File: config.mk
export PLATFORM = sky130hd
export DESIGN_NAME = doorbell_unit
export DESIGN_NICKNAME = d
export VERILOG_FILES = /design/src/rtl/doorbell_pkg.sv /design/src/rtl/doorbell_decode.sv /design/src/rtl/doorbell_cell.sv /design/src/rtl/doorbell_idrom.sv /design/src/rtl/doorbell_unit.sv
export SDC_FILE = /design/constraint.sdc
export NUM_CORES = 1
export LEC_CHECK = 0
export BUFFER_PORTS_ARGS = -buffer_cell sky130_fd_sc_hd__buf_2
export CORE_UTILIZATION = 40
export DETAILED_ROUTE_END_ITERATION = 10
export GPL_TIMING_DRIVEN = 0
export PLACE_DENSITY = 0.77
export SLEW_MARGIN = 5
export SYNTH_ARGS = -nofsm -noshare
export SYNTH_HDL_FRONTEND = slang
export SYNTH_SLANG_ARGS = --single-unit
File: constraint.sdc
create_clock -name clk -period 2.4 [get_ports clk]
set_input_delay 0.24 -clock clk [delete_from_list [all_inputs] [get_ports clk]]
set_output_delay 0.24 -clock clk [all_outputs]
set_load 0.01 [all_outputs]
File: src/rtl/doorbell_pkg.sv
package doorbell_pkg;

  localparam int unsigned IDX_W = 4;

  typedef enum logic [2:0] {
    RG_NONE = 3'd0,
    RG_STAT = 3'd1,
    RG_SET  = 3'd2,
    RG_CLR  = 3'd3,
    RG_ID   = 3'd4
  } reg_kind_e;

  typedef struct packed {
    reg_kind_e        kind;
    logic [IDX_W-1:0] idx;
  } dec_t;

  // Identification bytes, in rising address order
  function automatic logic [7:0] id_byte(input logic [IDX_W-1:0] idx);
    logic [7:0] b;
    case (idx)
      4'd0:    b = 8'h04;
      4'd4:    b = 8'h56;
      4'd5:    b = 8'hB8;
      4'd6:    b = 8'h0B;
      4'd8:    b = 8'h0D;
      4'd9:    b = 8'hF0;
      4'd10:   b = 8'h05;
      4'd11:   b = 8'hB1;
      default: b = 8'h00;
    endcase
    return b;
  endfunction

endpackage

File: src/rtl/doorbell_decode.sv
module doorbell_decode
  import doorbell_pkg::*;
#(
  parameter int unsigned ADDR_W     = 12,
  parameter int unsigned NUM_CPU    = 2,
  parameter int unsigned CPU_STRIDE = 16,
  parameter int unsigned ID_BASE    = 32'hFD0,
  parameter int unsigned ID_COUNT   = 12
) (
  input  logic [ADDR_W-1:0] addr,
  output dec_t              dec
);
  localparam int unsigned STAT_OFF = 0;
  localparam int unsigned SET_OFF  = 4;
  localparam int unsigned CLR_OFF  = 8;
  localparam int unsigned ID_END   = ID_BASE + 4 * ID_COUNT;

  logic [31:0] a_full;
  assign a_full = 32'(addr);

  always_comb begin
    dec.kind = RG_NONE;
    dec.idx  = '0;
    if (addr[1:0] == 2'b00) begin
      if (a_full >= ID_BASE && a_full < ID_END) begin
        dec.kind = RG_ID;
        dec.idx  = IDX_W'((a_full - ID_BASE) >> 2);
      end
      for (int unsigned c = 0; c < NUM_CPU; c++) begin
        if (a_full == c * CPU_STRIDE + STAT_OFF) begin
          dec.kind = RG_STAT;
          dec.idx  = IDX_W'(c);
        end else if (a_full == c * CPU_STRIDE + SET_OFF) begin
          dec.kind = RG_SET;
          dec.idx  = IDX_W'(c);
        end else if (a_full == c * CPU_STRIDE + CLR_OFF) begin
          dec.kind = RG_CLR;
          dec.idx  = IDX_W'(c);
        end
      end
    end
  end
endmodule

File: src/rtl/doorbell_cell.sv
module doorbell_cell #(
  parameter int unsigned DB_BITS = 4
) (
  input  logic               clk,
  input  logic               rst,
  input  logic               set_en,
  input  logic               clr_en,
  input  logic [DB_BITS-1:0] wbits,
  output logic [DB_BITS-1:0] status,
  output logic               irq
);
  always_ff @(posedge clk) begin
    if (rst) begin
      status <= '0;
    end else if (set_en) begin
      status <= status | wbits;
    end else if (clr_en) begin
      status <= status & ~wbits;
    end
  end

  // Registered level: follows the status word one cycle later
  always_ff @(posedge clk) begin
    if (rst) begin
      irq <= 1'b0;
    end else begin
      irq <= |status;
    end
  end
endmodule

File: src/rtl/doorbell_idrom.sv
module doorbell_idrom
  import doorbell_pkg::*;
#(
  parameter int unsigned ID_COUNT = 12,
  parameter int unsigned DATA_W   = 32
) (
  input  logic [IDX_W-1:0]  idx,
  output logic [DATA_W-1:0] value
);
  assign value = (32'(idx) < ID_COUNT) ? DATA_W'(id_byte(idx)) : '0;
endmodule

File: src/rtl/doorbell_unit.sv
module doorbell_unit
  import doorbell_pkg::*;
#(
  parameter int unsigned ADDR_W     = 12,
  parameter int unsigned DATA_W     = 32,
  parameter int unsigned NUM_CPU    = 2,
  parameter int unsigned DB_BITS    = 4,
  parameter int unsigned CPU_STRIDE = 16,
  parameter int unsigned ID_BASE    = 32'hFD0,
  parameter int unsigned ID_COUNT   = 12
) (
  input  logic               clk,
  input  logic               rst,
  input  logic               req_valid,
  input  logic               req_write,
  input  logic [ADDR_W-1:0]  req_addr,
  input  logic [DATA_W-1:0]  req_wdata,
  output logic               rsp_ready,
  output logic [DATA_W-1:0]  rsp_rdata,
  output logic               rsp_err,
  output logic [NUM_CPU-1:0] irq
);
  dec_t               dec;
  logic               accept;
  logic [DATA_W-1:0]  id_value;
  logic [DATA_W-1:0]  rd_next;
  logic               err_next;
  logic [DB_BITS-1:0] wbits;
  logic [DB_BITS-1:0] stat_w [NUM_CPU];
  logic               unused_wdata_hi;

  assign accept          = req_valid && !rsp_ready;
  assign wbits           = req_wdata[DB_BITS-1:0];
  assign unused_wdata_hi = ^req_wdata[DATA_W-1:DB_BITS];

  doorbell_decode #(
    .ADDR_W    (ADDR_W),
    .NUM_CPU   (NUM_CPU),
    .CPU_STRIDE(CPU_STRIDE),
    .ID_BASE   (ID_BASE),
    .ID_COUNT  (ID_COUNT)
  ) u_dec (
    .addr(req_addr),
    .dec (dec)
  );

  doorbell_idrom #(
    .ID_COUNT(ID_COUNT),
    .DATA_W  (DATA_W)
  ) u_id (
    .idx  (dec.idx),
    .value(id_value)
  );

  for (genvar g = 0; g < NUM_CPU; g++) begin : g_cpu
    logic set_hit;
    logic clr_hit;
    assign set_hit = accept && req_write && dec.kind == RG_SET && dec.idx == IDX_W'(g);
    assign clr_hit = accept && req_write && dec.kind == RG_CLR && dec.idx == IDX_W'(g);

    doorbell_cell #(.DB_BITS(DB_BITS)) u_cell (
      .clk   (clk),
      .rst   (rst),
      .set_en(set_hit),
      .clr_en(clr_hit),
      .wbits (wbits),
      .status(stat_w[g]),
      .irq   (irq[g])
    );
  end

  // Response data and legality for the request being accepted
  always_comb begin
    rd_next  = '0;
    err_next = 1'b0;
    case (dec.kind)
      RG_STAT: begin
        if (req_write) begin
          err_next = 1'b1;
        end else begin
          for (int unsigned c = 0; c < NUM_CPU; c++) begin
            if (dec.idx == IDX_W'(c)) rd_next = DATA_W'(stat_w[c]);
          end
        end
      end
      RG_SET, RG_CLR: err_next = !req_write;
      RG_ID: begin
        if (req_write) err_next = 1'b1;
        else           rd_next  = id_value;
      end
      default: err_next = 1'b1;
    endcase
  end

  always_ff @(posedge clk) begin
    if (rst) begin
      rsp_ready <= 1'b0;
      rsp_rdata <= '0;
      rsp_err   <= 1'b0;
    end else begin
      rsp_ready <= accept;
      rsp_rdata <= accept ? rd_next : '0;
      rsp_err   <= accept && err_next;
    end
  end
endmodule

==> results.toml <==
[status]
status = "completed"

[detailed_routing]
wl_um = 3350
wl_per_cell_um = 11.7
viasPerCell = 5.00
final_antenna_net_count = 0
vias = 1435
drt_pass1_iterations = 4
drc = 0
drt_iter0_drc = 56

[power_and_ir_drop]
power_uw = 694
ir_drop_mv = 0.201
p_sw_frac = 0.279
seqPwrFrac = 0.458
switchingPower_uw = 194
combinationalPowerShare = 0.213
p_per_area_nw_per_um2 = 372
pwr-share-clk = 0.328
leakagePower_nw = 0.832
p_int_uw = 500

[place]
gp_congestion = 0.862
dpl.hpwl_um = 2480
dp.cells = 278
numPortBuffers = 29

[sta]
period_needed_ps = 2250
finalClockSkew_ps = 1.69
tightestPinTransition_ps = 842
final_max_slew_viol_count = 0
clock.fmax_ghz = 0.445
relSlewSlack = 0.435
finalHoldViolations = 0
fin_crit_sh = 0.937
setup_viol = 0

[synth]
synth_warnings = 0
yosysMostFrequentCell = "buf_4"
synth_edf_count = 0
syn-cell-area_um2 = 1480
syn_avg_cell_area_um2 = 8.23
synth_flop_cell = "dfxtp_1"
synthTopCellsByArea = "dfxtp_1, buf_4, ha_1"
synth_top_area_frac = 0.257
yosysTopAreaCell = "dfxtp_1"
synthTopCellsByCount = "buf_4, dfxtp_1, nand2_1, a21oi_1, nand3_1"
ys_async_sr_fraction = 0
synth-seq-cells = 19
ys_types = 47
synth_cells = 180
ys_seq_area_frac = 0.257

[final_layout]
multi_input_area_um2 = 921
drive_gt1_frac = 0.361
fin_cells = 287
diodes = 0
seqCellArea_um2 = 380
final_nets = 297
nFillCells = 326
syn_to_final_growth_pct = 26.0

[cts]
htree_levels = 1
clk_path_buf_depth = 2
cts_buffers = 3
clk_latency_ps = 260
cts_hold_buf = 0
clkTransAtPathRegs_ps = 70
ctsRootBufferMaster = "clkbuf_8"
cts_tree = "yes"
clock_sinks = 19

[worst_hold_path]
hp-class = "in -> reg"

[critical_path]
end_kind = "register"
cp.required_ps = 2550
r2r-start = "rsp_ready"
rrSetupSlack_ps = 760
critPathCapture = "rsp_rdata[1]"
r2r_cells = 5
crit_start = "req_addr[4]"
cp.arrival_ps = 2390
critical_path_class = "in -> reg"
crit_fanout = 10
cp-start-kind = "input port"

[die]
start_util = 0.430
num_rows = 21
die_w_um = 62.9
io_pins = 84
dieHeight_um = 62.9
die-area_um2 = 3950
core_um2 = 3440

[global_routing]
grt_pass1_vias = 1258
overflow = 0
grt_util_all_layers = 0.177
antenna_found_initial = 0
grt_max_degree = 11
grt_pass1_wl_um = 5670

[run]
max-cap-violations = 0
[through the flow]
| step | utilization | worst slack (ps) | area, um^2 | setup TNS [ps] | hold WS, ps |
|---|---|---|---|---|---|
| floorplan | - | 101 | 1570 | 0 | 304 |
| global placement | 0.514 | -282 | 1770 | -2290 | 475 |
| detailed placement | 0.514 | -328 | 1770 | -2890 | 479 |
| CTS | 0.529 | 22.1 | 1820 | 0 | 204 |
| global route | 0.542 | -3.97 | 1870 | -3.97 | 206 |
| finish | 0.542 | 150 | 1870 | 0 | 210 |
[worst min-delay path by stage]
stage | end | cells past startpoint | from | slack (ps)
2_1_floorplan | rsp_rdata[2] | 1 | req_write | 300
3_3_place_gp | rsp_ready | 2 | rst | 480
3_5_place_dp | rsp_ready | 2 | rst | 480
4_1_cts | rsp_ready | 2 | rst | 200
5_1_grt | rsp_ready | 2 | rst | 210
6_report | rsp_ready | 2 | rst | 210
[repair_timing]
| item | CTS | global route |
|---|---|---|
| buffers inserted | 0 | 5 |
| endpoints found under the setup margin | 5 | 10 |
| pin swaps | 0 | 1 |
| resized for setup | 3 | 5 |
[worst max-delay path, stage by stage]
cell	delay [ps]
buf_2	180
ha_2	220
or3b_4	390
a211oi_4	260
buf_6	150
nand2_1	120
ha_1	250
buf_2	200
nand2_1	90
o21ai_0	70
nand4_1	140
o41ai_2	80
[kinds of logic after synthesis]
group	share of synthesized area
AOI/OAI and AO/OA	0.210
xor gates and xnor gates	0.0177
adders and majority gates	0.0591
buffers and inverters	0.187
DFF	0.257
other	0.00253
and+or+nand+nor	0.266
[per-layer routing]
metal / routed length [um] / track usage / share of wire / vias to the layer above
met5: 0 / 0 / 0 / -
met3: 185 / 0.0347 / 0.055 / 7
met4: 55 / 0.0640 / 0.016 / 0
met2: 1540 / 0.279 / 0.46 / 52
li1: - / - / - / 718
met1: 1570 / 0.238 / 0.47 / 658
[placed cells by master (no fill, tap or decap), drive strengths merged, types with 4 or more instances in the layout]
cell	instances
a21oi	12
nor4	4
o21ai	5
nor3	9
nand3b	4
dfxtp	19
nand3	11
conb	24
nor2	8
ha	7
nand2	18
buf	67
o31ai	8
inv	6
clkbuf	7
[final cells by class]
type,instances,share of cell area
Tap cell,46,0.0308
Multi-Input combinational cell,142,0.493
Sequential cell,19,0.204
Timing Repair Buffer,34,0.0979
Inverter,6,0.0121
Clock buffer,4,0.0241
Buffer,36,0.138
[power groups by stage]
stage          logic (mW)  registers, mW  clock network [mW]
3_5_place_dp        0.144          0.325                   0
3_3_place_gp        0.142          0.325                   0
5_1_grt             0.161          0.318               0.249
4_1_cts             0.145          0.318               0.232
6_report            0.148          0.318               0.228
2_1_floorplan       0.106          0.326                   0
(Power assumes the default switching activity.)
